==> src/rtl/mulrot_pkg.sv <==
package mulrot_pkg;

  localparam int unsigned ROT_W   = 8;
  localparam int unsigned AMT_W   = $clog2(ROT_W);
  localparam int unsigned COPIES  = 2;
  localparam int unsigned OPND_W  = ROT_W * COPIES;
  localparam int unsigned PROD_W  = OPND_W + ROT_W;

  typedef logic [ROT_W-1:0]  byte_t;
  typedef logic [AMT_W-1:0]  amt_t;
  typedef logic [OPND_W-1:0] opnd_t;
  typedef logic [PROD_W-1:0] prod_t;

  // One-hot power of two for a binary amount.
  function automatic byte_t code_of(input amt_t a);
    byte_t c;
    c = '0;
    c[a] = 1'b1;
    return c;
  endfunction

  // Repeat a byte to fill the operand.
  function automatic opnd_t widen(input byte_t b);
    return {COPIES{b}};
  endfunction

  // Window of the product holding the rotated byte.
  function automatic byte_t window(input prod_t p);
    return p[2*ROT_W-1:ROT_W];
  endfunction

endpackage

==> src/rtl/mulrot_onehot_enc.sv <==
module mulrot_onehot_enc #(
  parameter int unsigned N_OUT = 8,
  localparam int unsigned N_IN = $clog2(N_OUT)
) (
  input  logic [N_IN-1:0]  amt_bin,
  output logic [N_OUT-1:0] amt_code
);

  for (genvar g = 0; g < N_OUT; g++) begin : g_dec
    assign amt_code[g] = (amt_bin == N_IN'(g));
  end

endmodule

==> src/rtl/mulrot_operand.sv <==
module mulrot_operand #(
  parameter int unsigned SEG_W  = 8,
  parameter int unsigned N_COPY = 2,
  localparam int unsigned OUT_W = SEG_W * N_COPY
) (
  input  logic [SEG_W-1:0] seg_in,
  output logic [OUT_W-1:0] opnd_out
);

  for (genvar g = 0; g < N_COPY; g++) begin : g_copy
    assign opnd_out[g*SEG_W +: SEG_W] = seg_in;
  end

endmodule

==> src/rtl/mulrot_mul.sv <==
module mulrot_mul #(
  parameter int unsigned A_W = 16,
  parameter int unsigned B_W = 8,
  localparam int unsigned P_W = A_W + B_W
) (
  input  logic [A_W-1:0] mul_a,
  input  logic [B_W-1:0] mul_b,
  output logic [P_W-1:0] mul_p
);

  // Behavioural unsigned multiply; synthesis chooses the structure.
  always_comb begin
    mul_p = P_W'(mul_a) * P_W'(mul_b);
  end

endmodule

==> src/rtl/mulrot8.sv <==
module mulrot8
  import mulrot_pkg::*;
(
  input  logic             clk,
  input  logic             rst,
  input  logic [ROT_W-1:0] din,
  input  logic [AMT_W-1:0] amt,
  output logic [ROT_W-1:0] dout
);

  byte_t shift_code;
  opnd_t operand;
  prod_t product;
  byte_t rot_next;
  byte_t dout_q;

  mulrot_onehot_enc #(.N_OUT(ROT_W)) u_enc (
    .amt_bin  (amt),
    .amt_code (shift_code)
  );

  mulrot_operand #(.SEG_W(ROT_W), .N_COPY(COPIES)) u_opnd (
    .seg_in   (din),
    .opnd_out (operand)
  );

  mulrot_mul #(.A_W(OPND_W), .B_W(ROT_W)) u_mul (
    .mul_a (operand),
    .mul_b (shift_code),
    .mul_p (product)
  );

  assign rot_next = window(product);

  always_ff @(posedge clk) begin
    if (rst) dout_q <= '0;
    else     dout_q <= rot_next;
  end

  assign dout = dout_q;

endmodule

==> config.mk <==
export PLATFORM = sky130hd
export DESIGN_NAME = mulrot8
export DESIGN_NICKNAME = d
export VERILOG_FILES = /design/src/rtl/mulrot_pkg.sv /design/src/rtl/mulrot_onehot_enc.sv /design/src/rtl/mulrot_operand.sv /design/src/rtl/mulrot_mul.sv /design/src/rtl/mulrot8.sv
export SDC_FILE = /design/constraint.sdc
export NUM_CORES = 1
export LEC_CHECK = 0
export BUFFER_PORTS_ARGS = -buffer_cell sky130_fd_sc_hd__buf_2
export CAP_MARGIN = 20
export CORE_MARGIN = 5
export CORE_UTILIZATION = 30
export CTS_BUF_LIST = sky130_fd_sc_hd__clkbuf_2
export DETAILED_ROUTE_END_ITERATION = 8
export PLACE_DENSITY = 0.45
export SLEW_MARGIN = 5
export SYNTH_ARGS = -nofsm -noshare
export SYNTH_HDL_FRONTEND = slang
export SYNTH_SLANG_ARGS = --single-unit
==> constraint.sdc <==
create_clock -name clk -period 4.55 [get_ports clk]
set_input_delay 0.455 -clock clk [delete_from_list [all_inputs] [get_ports clk]]
set_output_delay 0.455 -clock clk [all_outputs]
set_load 0.02 [all_outputs]
==> flow_summary.toml, run 1 <==
[hold_path]
worst_hold_path_type = "input port to flop"
worstHoldStart = "rst"
whs_endpoint = "dout[7]$_SDFF_PP0_"
hold-path-cell-count = 2

[route]
pre_repair_dr_iteration_count = 4
wirelength_routed_mm = 6.07
remaining_drc_errors = 0
total_vias_in_the_final_route = 2040
avgViaCountPerCell = 4.34
avgRoutedWirePerCell_um = 12.9
first_iter_violations = 75
routed_antenna_nets = 0

[power_and_ir_drop]
clock_share_of_power_pct = 8.1
static-leakage-power_nw = 1.69
vdd_ir_drop_max_mv = 0.0571
comb_power_share_pct = 73.8
total_switching_power_w = 0.000219
internal_power_w = 0.000267
power_frac_seq_pct = 18.1
switching_fraction_of_total_power_pct = 45.0
power_per_cell_area_mw_per_mm2 = 150

[cells_and_area]
final_layout_size_suffix_gt1_share_pct = 23.6
commonest_non_fill_non_tap_cells_in_the_layout = "sky130_fd_sc_hd__inv_1, sky130_fd_sc_hd__fa_1, sky130_fd_sc_hd__buf_4"
antenna-diode-count = 0
largest_register_ffs = 8
syn2layout_area_growth_pct = 25.2
finalNonFillerCells = 470
nNetsFinal = 455
layout_commonest_cell = "sky130_fd_sc_hd__inv_1"

[clock_tree]
number_of_buffers_created_by_cts = 3
cts.htree.levels = 1
clock_tree.buffer_depth = 2
clkSinkCount = 8
tritoncts_clock_tree = "done"
cts.clk_slew.worst_paths_ns = 0.07
clk_root_buffer_cell = "sky130_fd_sc_hd__clkbuf_2"
cts-hold-fix-buffers = 0

[critical_path]
cp.buffers_inverters = 6
critical_path.max_fanout = 7
crit_path_top_delay_cell = "sky130_fd_sc_hd__fa_1"
crit_type = "input port to flop"
critPathCaptureType = "flop"
crit_family = "adder cells"
worst-endpoint-arrival_ns = 4.52
path_cells = "clkbuf_4 > and3b_2 > buf_4 > and2_1 > fa_1 > inv_1 > fa_1 > inv_1 > fa_1 > inv_1 > fa_1 > inv_1 > ha_1 > and4_1 > a221oi_2 > and3_1 > nor3_1"
timing.critical_path.from_type = "input port"
required_worst_endpoint_ns = 4.66
largest_stage_delay_on_the_critical_path_ns = 0.53

[synthesis]
syn-instance-count = 300
syn-cell-area_mm2 = 0.00258
seq_area_frac_synth_pct = 6.21
main_combinational_cell_family_by_area_after_synthesis = "adder cells"
muxShareOfSynthArea_pct = 0.437
ys.flop_type = "sky130_fd_sc_hd__dfxtp_1"
area_fraction_in_compound_gates_after_synthesis_pct = 7.23
yosysWarnings = 0
synth_cell_type_count = 32
synth_seq_cells = 8
synth_fa_ha_area_share_pct = 52.1
synth_area_per_cell_um2 = 8.59
synth_edf_count = 0
mappedNetlistNets = 388
synthSimpleGateAreaFrac_pct = 17.7
synth_xor_area_share_pct = 4.08
async_reset_ff_share_pct = 0

[outcome]
status = "completed"

[timing]
layout_min_cycle_time_ns = 4.41
timing_max_transition_violations_final = 0
finalCritPeriodShare_pct = 96.9
setup_viol = 0
worst_slew_pin_slew_ns = 0.278
worst_hold_margin_ns = 0.499
fmax_mhz = 227
final-hold-violation-count = 0
worst_slew_margin_rel_pct = 81.4

[grt]
grt_start_max_net_pins = 10
initial_antenna_violation_count = 0
grt.overflow.total = 0
first_global_vias = 2268
grt_use_total_pct = 13.0
first_pass_grt_wire_length_mm = 10.8

[die]
die_w_um = 103
core-area_mm2 = 0.00830
dieHeight_um = 103
initial_utilization_pct = 31.1
ios = 21
floorplan.die_area_mm2 = 0.0105
floorplan.rows = 33

[placement]
gp_routability_congestion = 0.813
placed_cells_incl_taps = 459
dp_hpwl_mm = 5.36
placement.io_buffers = 20

[job]
max-cap-violations = 0
[area by class of cell]
type | instances | area (um2)
Multi-Input combinational cell | 208 | 2170
Inverter | 80 | 300
Clock buffer | 3 | 15.0
Tap cell | 105 | 131
Timing Repair Buffer | 66 | 450
Fill cell | 856 | 5070
Sequential cell | 8 | 160
[cell usage after synthesis, types with 2 or more instances]
cell | instances | share of area, %
sky130_fd_sc_hd__buf_1 | 2 | 0.29
sky130_fd_sc_hd__and2_1 | 24 | 5.8
sky130_fd_sc_hd__a211o_1 | 2 | 0.68
sky130_fd_sc_hd__ha_1 | 21 | 10
sky130_fd_sc_hd__dfxtp_1 | 8 | 6.2
sky130_fd_sc_hd__inv_1 | 80 | 12
sky130_fd_sc_hd__xor2_1 | 4 | 1.4
sky130_fd_sc_hd__nand4_1 | 3 | 0.73
sky130_fd_sc_hd__a21o_1 | 5 | 1.5
sky130_fd_sc_hd__nor3_1 | 4 | 0.78
sky130_fd_sc_hd__nor3b_1 | 3 | 0.87
sky130_fd_sc_hd__a21oi_2 | 2 | 0.68
sky130_fd_sc_hd__fa_1 | 54 | 42
sky130_fd_sc_hd__a21oi_1 | 9 | 1.7
sky130_fd_sc_hd__and3_1 | 2 | 0.49
sky130_fd_sc_hd__xnor2_1 | 8 | 2.7
sky130_fd_sc_hd__nor2_1 | 8 | 1.2
sky130_fd_sc_hd__clkbuf_1 | 2 | 0.29
sky130_fd_sc_hd__nand2_1 | 46 | 6.7
[power by group through the flow]
stage,clock network (W),logic [W],registers [W]
finish,0.0000391,0.000358,0.0000879
global route,0.0000464,0.000412,0.0000898
floorplan,0,0.000196,0.000109
CTS,0.0000420,0.000350,0.0000881
global placement,0,0.000347,0.0000890
detailed placement,0,0.000349,0.0000893
[metrics by stage]
step | area, um2 | TNS, ns | utilization (%) | setup WS, ns | power, W
2_1_floorplan | 2580 | 0 | - | 0.0718 | 0.000304
3_3_place_gp | 3080 | -0.325 | 37.2 | -0.105 | 0.000436
3_5_place_dp | 3080 | -0.585 | 37.2 | -0.180 | 0.000438
4_1_cts | 3100 | 0 | 37.3 | 0.0679 | 0.000480
5_1_grt | 3230 | -0.0127 | 38.9 | -0.0127 | 0.000549
6_report | 3230 | 0 | 38.9 | 0.142 | 0.000485
[kinds of logic after synthesis]
logic type | after synthesis
AND/OR/NAND/NOR | 94
buffers and inverters | 84
adder cells (fa/ha/maj) | 75
AO/OA/AOI/OAI | 26
XOR/XNOR | 12
flip-flops | 8
multiplexers | 1
[timing repair]
| action | 4_1_cts | 5_1_grt |
|---|---|---|
| buffers inserted | 0 | 8 |
| setup endpoints to repair | 0 | 5 |
| hold endpoints to repair | 0 | 0 |
| resized for setup | 0 | 17 |
[worst max-delay path by stage]
stage               startpoint                  to  slack (ns)  depth (start not counted)
finish                  amt[1]  dout[6]$_SDFF_PP0_        0.14                         17
global route            amt[1]  dout[4]$_SDFF_PP0_       -0.01                         16
CTS                     amt[0]  dout[6]$_SDFF_PP0_        0.07                         16
detailed placement      amt[0]  dout[6]$_SDFF_PP0_       -0.18                         16
global placement        amt[0]  dout[6]$_SDFF_PP0_       -0.11                         16
floorplan               amt[0]  dout[6]$_SDFF_PP0_        0.07                         15
[metal layers]
| layer | vias to the layer above | GRT usage [%] | part of all wire, % |
|---|---|---|---|
| met5 | - | 0 | 0 |
| met4 | 0 | 1.21 | 0.31 |
| met3 | 2 | 0.812 | 1.8 |
| met2 | 21 | 23.0 | 49 |
| met1 | 993 | 18.0 | 49 |
| li1 | 1024 | - | - |
Power figures use the tool's default switching activity.
==> inputs of run 2 (changes only) <==
--- a/config.mk
+++ b/config.mk
@@ -7,6 +7,7 @@
 export LEC_CHECK = 0
 export BUFFER_PORTS_ARGS = -buffer_cell sky130_fd_sc_hd__buf_2
 export CAP_MARGIN = 20
+export CORE_ASPECT_RATIO = 2
 export CORE_MARGIN = 5
 export CORE_UTILIZATION = 30
 export CTS_BUF_LIST = sky130_fd_sc_hd__clkbuf_2
==> run 2 against run 1 <==
Core utilization fell by 2.3 points. Count of clock-buffer cells in the layout did not move. First-iteration DRC count fell by 40%. Routed wire length rose by 13%. Critical path depth rose by 2. Sequential power fell by 1%. Setup slack improved by 0.031 ns. Via count rose by 0.83%. Critical endpoint unchanged. Highest routed layer unchanged.
==> flow_summary.toml, run 2 (synthesis gave the netlist of run 1 again) <==
[die]
ios = 21
initial_utilization_pct = 30.2
dieHeight_um = 141
die_w_um = 75.5
floorplan.die_area_mm2 = 0.0107
floorplan.rows = 48
core-area_mm2 = 0.00853

[timing]
setup_viol = 0
worst_slew_pin_slew_ns = 0.297
finalCritPeriodShare_pct = 96.2
final_critical_path_setup_slack_ns = 0.174
final-hold-violation-count = 0
timing_max_transition_violations_final = 0
worst_hold_margin_ns = 0.510
fmax_mhz = 228
layout_min_cycle_time_ns = 4.38
worst_slew_margin_rel_pct = 80.2

[cells_and_area]
largest_register_ffs = 8
commonest_non_fill_non_tap_cells_in_the_layout = "sky130_fd_sc_hd__inv_1, sky130_fd_sc_hd__fa_1, sky130_fd_sc_hd__nand2_1"
post-route-cell-area_mm2 = 0.00312
layout_commonest_cell = "sky130_fd_sc_hd__inv_1"
syn2layout_area_growth_pct = 21.2
final_layout_size_suffix_gt1_share_pct = 20.4
nNetsFinal = 447
antenna-diode-count = 0

[hold_path]
worst_hold_path_type = "input port to flop"

[route]
met3_wirelength_um = 115
routed_antenna_nets = 0
pre_repair_dr_iteration_count = 4
total_vias_in_the_final_route = 2057
first_iter_violations = 45
wirelength_routed_mm = 6.84
route.top_layer_used = "met4"
met1_wirelength_mm = 2.18
metal2_wl_mm = 4.35
avgViaCountPerCell = 4.50
remaining_drc_errors = 0
avgRoutedWirePerCell_um = 15.0

[clock_tree]
number_of_buffers_created_by_cts = 3
clkSinkCount = 8
cts-hold-fix-buffers = 0
clock_tree.buffer_depth = 2
cts.clk_slew.worst_paths_ns = 0.07
cts.htree.levels = 1
tritoncts_clock_tree = "done"
clk_root_buffer_cell = "sky130_fd_sc_hd__clkbuf_2"

[outcome]
status = "completed"

[power_and_ir_drop]
power_per_cell_area_mw_per_mm2 = 152
static-leakage-power_nw = 1.64
vdd_ir_drop_max_mv = 0.0547

[grt]
first_pass_grt_wire_length_mm = 10.9
grt.overflow.total = 0
initial_antenna_violation_count = 0
grt_start_max_net_pins = 10
first_global_vias = 2243
grt_use_total_pct = 13.9

[placement]
dpl_cell_area_mm2 = 0.00306
dp_hpwl_mm = 6.31
preCtsSetupSlack_ns = -0.182
placement.io_buffers = 20
gp_routability_congestion = 0.888

[critical_path]
timing.critical_path.from_type = "input port"
critPathCaptureType = "flop"
critical_path.max_fanout = 8
crit_type = "input port to flop"
worst-endpoint-arrival_ns = 4.53
required_worst_endpoint_ns = 4.70

[job]
max-cap-violations = 0
## run 2: cell types whose count changed in the layout (fill, tap and decap cells not counted), sizes merged
cell and change:
buf -7, clkbuf -1
## run 2: per-stage QoR
step	setup TNS, ns	util, %	total power (W)	instances
after global placement	-0.582	35.9	0.000435	452
after global routing	-0.0229	36.6	0.000526	457
after CTS	0	36.1	0.000479	455
final	0	36.6	0.000475	457
after detailed placement	-0.656	35.9	0.000438	452
after floorplan	0	-	0.000304	300
## run 2: worst paths after layout
path	start	to	slack (ns)	depth (start not counted)
worst max-delay path	amt[2]	dout[6]$_SDFF_PP0_	0.17	19
worst min-delay path	rst	dout[3]$_SDFF_PP0_	0.51	2
## run 2: final cells by class
cell class	count	area [um2]
inverters	80	300
well taps	100	125
multi-input cells	208	2130
clock buffers	3	15.0
fillers	923	5410
repair buffers	58	388
flip-flops and latches	8	160
## run 2: layer usage
metal	vias to the layer above	track usage (%)
met5	-	0
met4	0	4.70
met3	10	0.286
met2	37	28.9
met1	1007	13.2
li1	1003	-
## run 2: worst max-delay path, cell delays in order
cell and delay, ns:
sky130_fd_sc_hd__buf_2 0.13, sky130_fd_sc_hd__buf_4 0.14, sky130_fd_sc_hd__nand2_1 0.06, sky130_fd_sc_hd__nor2_1 0.04, sky130_fd_sc_hd__buf_4 0.16, sky130_fd_sc_hd__and2_1 0.17
sky130_fd_sc_hd__fa_1 0.49, sky130_fd_sc_hd__fa_1 0.52, sky130_fd_sc_hd__fa_1 0.54, sky130_fd_sc_hd__inv_1 0.06, sky130_fd_sc_hd__fa_1 0.52, sky130_fd_sc_hd__inv_1 0.04
sky130_fd_sc_hd__ha_2 0.37, sky130_fd_sc_hd__nand4_1 0.11, sky130_fd_sc_hd__o211ai_1 0.18, sky130_fd_sc_hd__buf_4 0.15, sky130_fd_sc_hd__nand2_1 0.06, sky130_fd_sc_hd__and3_1 0.16
sky130_fd_sc_hd__nor3_1 0.15
## run 2: where the power goes
part / switching [W] / internal, W / total [W]
Combinational: 0.000196 / 0.000154 / 0.000349
Sequential: 0.00000244 / 0.0000845 / 0.0000870
Clock: 0.0000213 / 0.0000180 / 0.0000392
Total: 0.000219 / 0.000256 / 0.000475
## run 2: what timing repair did
action	in CTS	in global routing
hold endpoints to repair	0	0
setup buffers	0	2
gates resized for setup	0	8
endpoints found under the setup margin	0	3
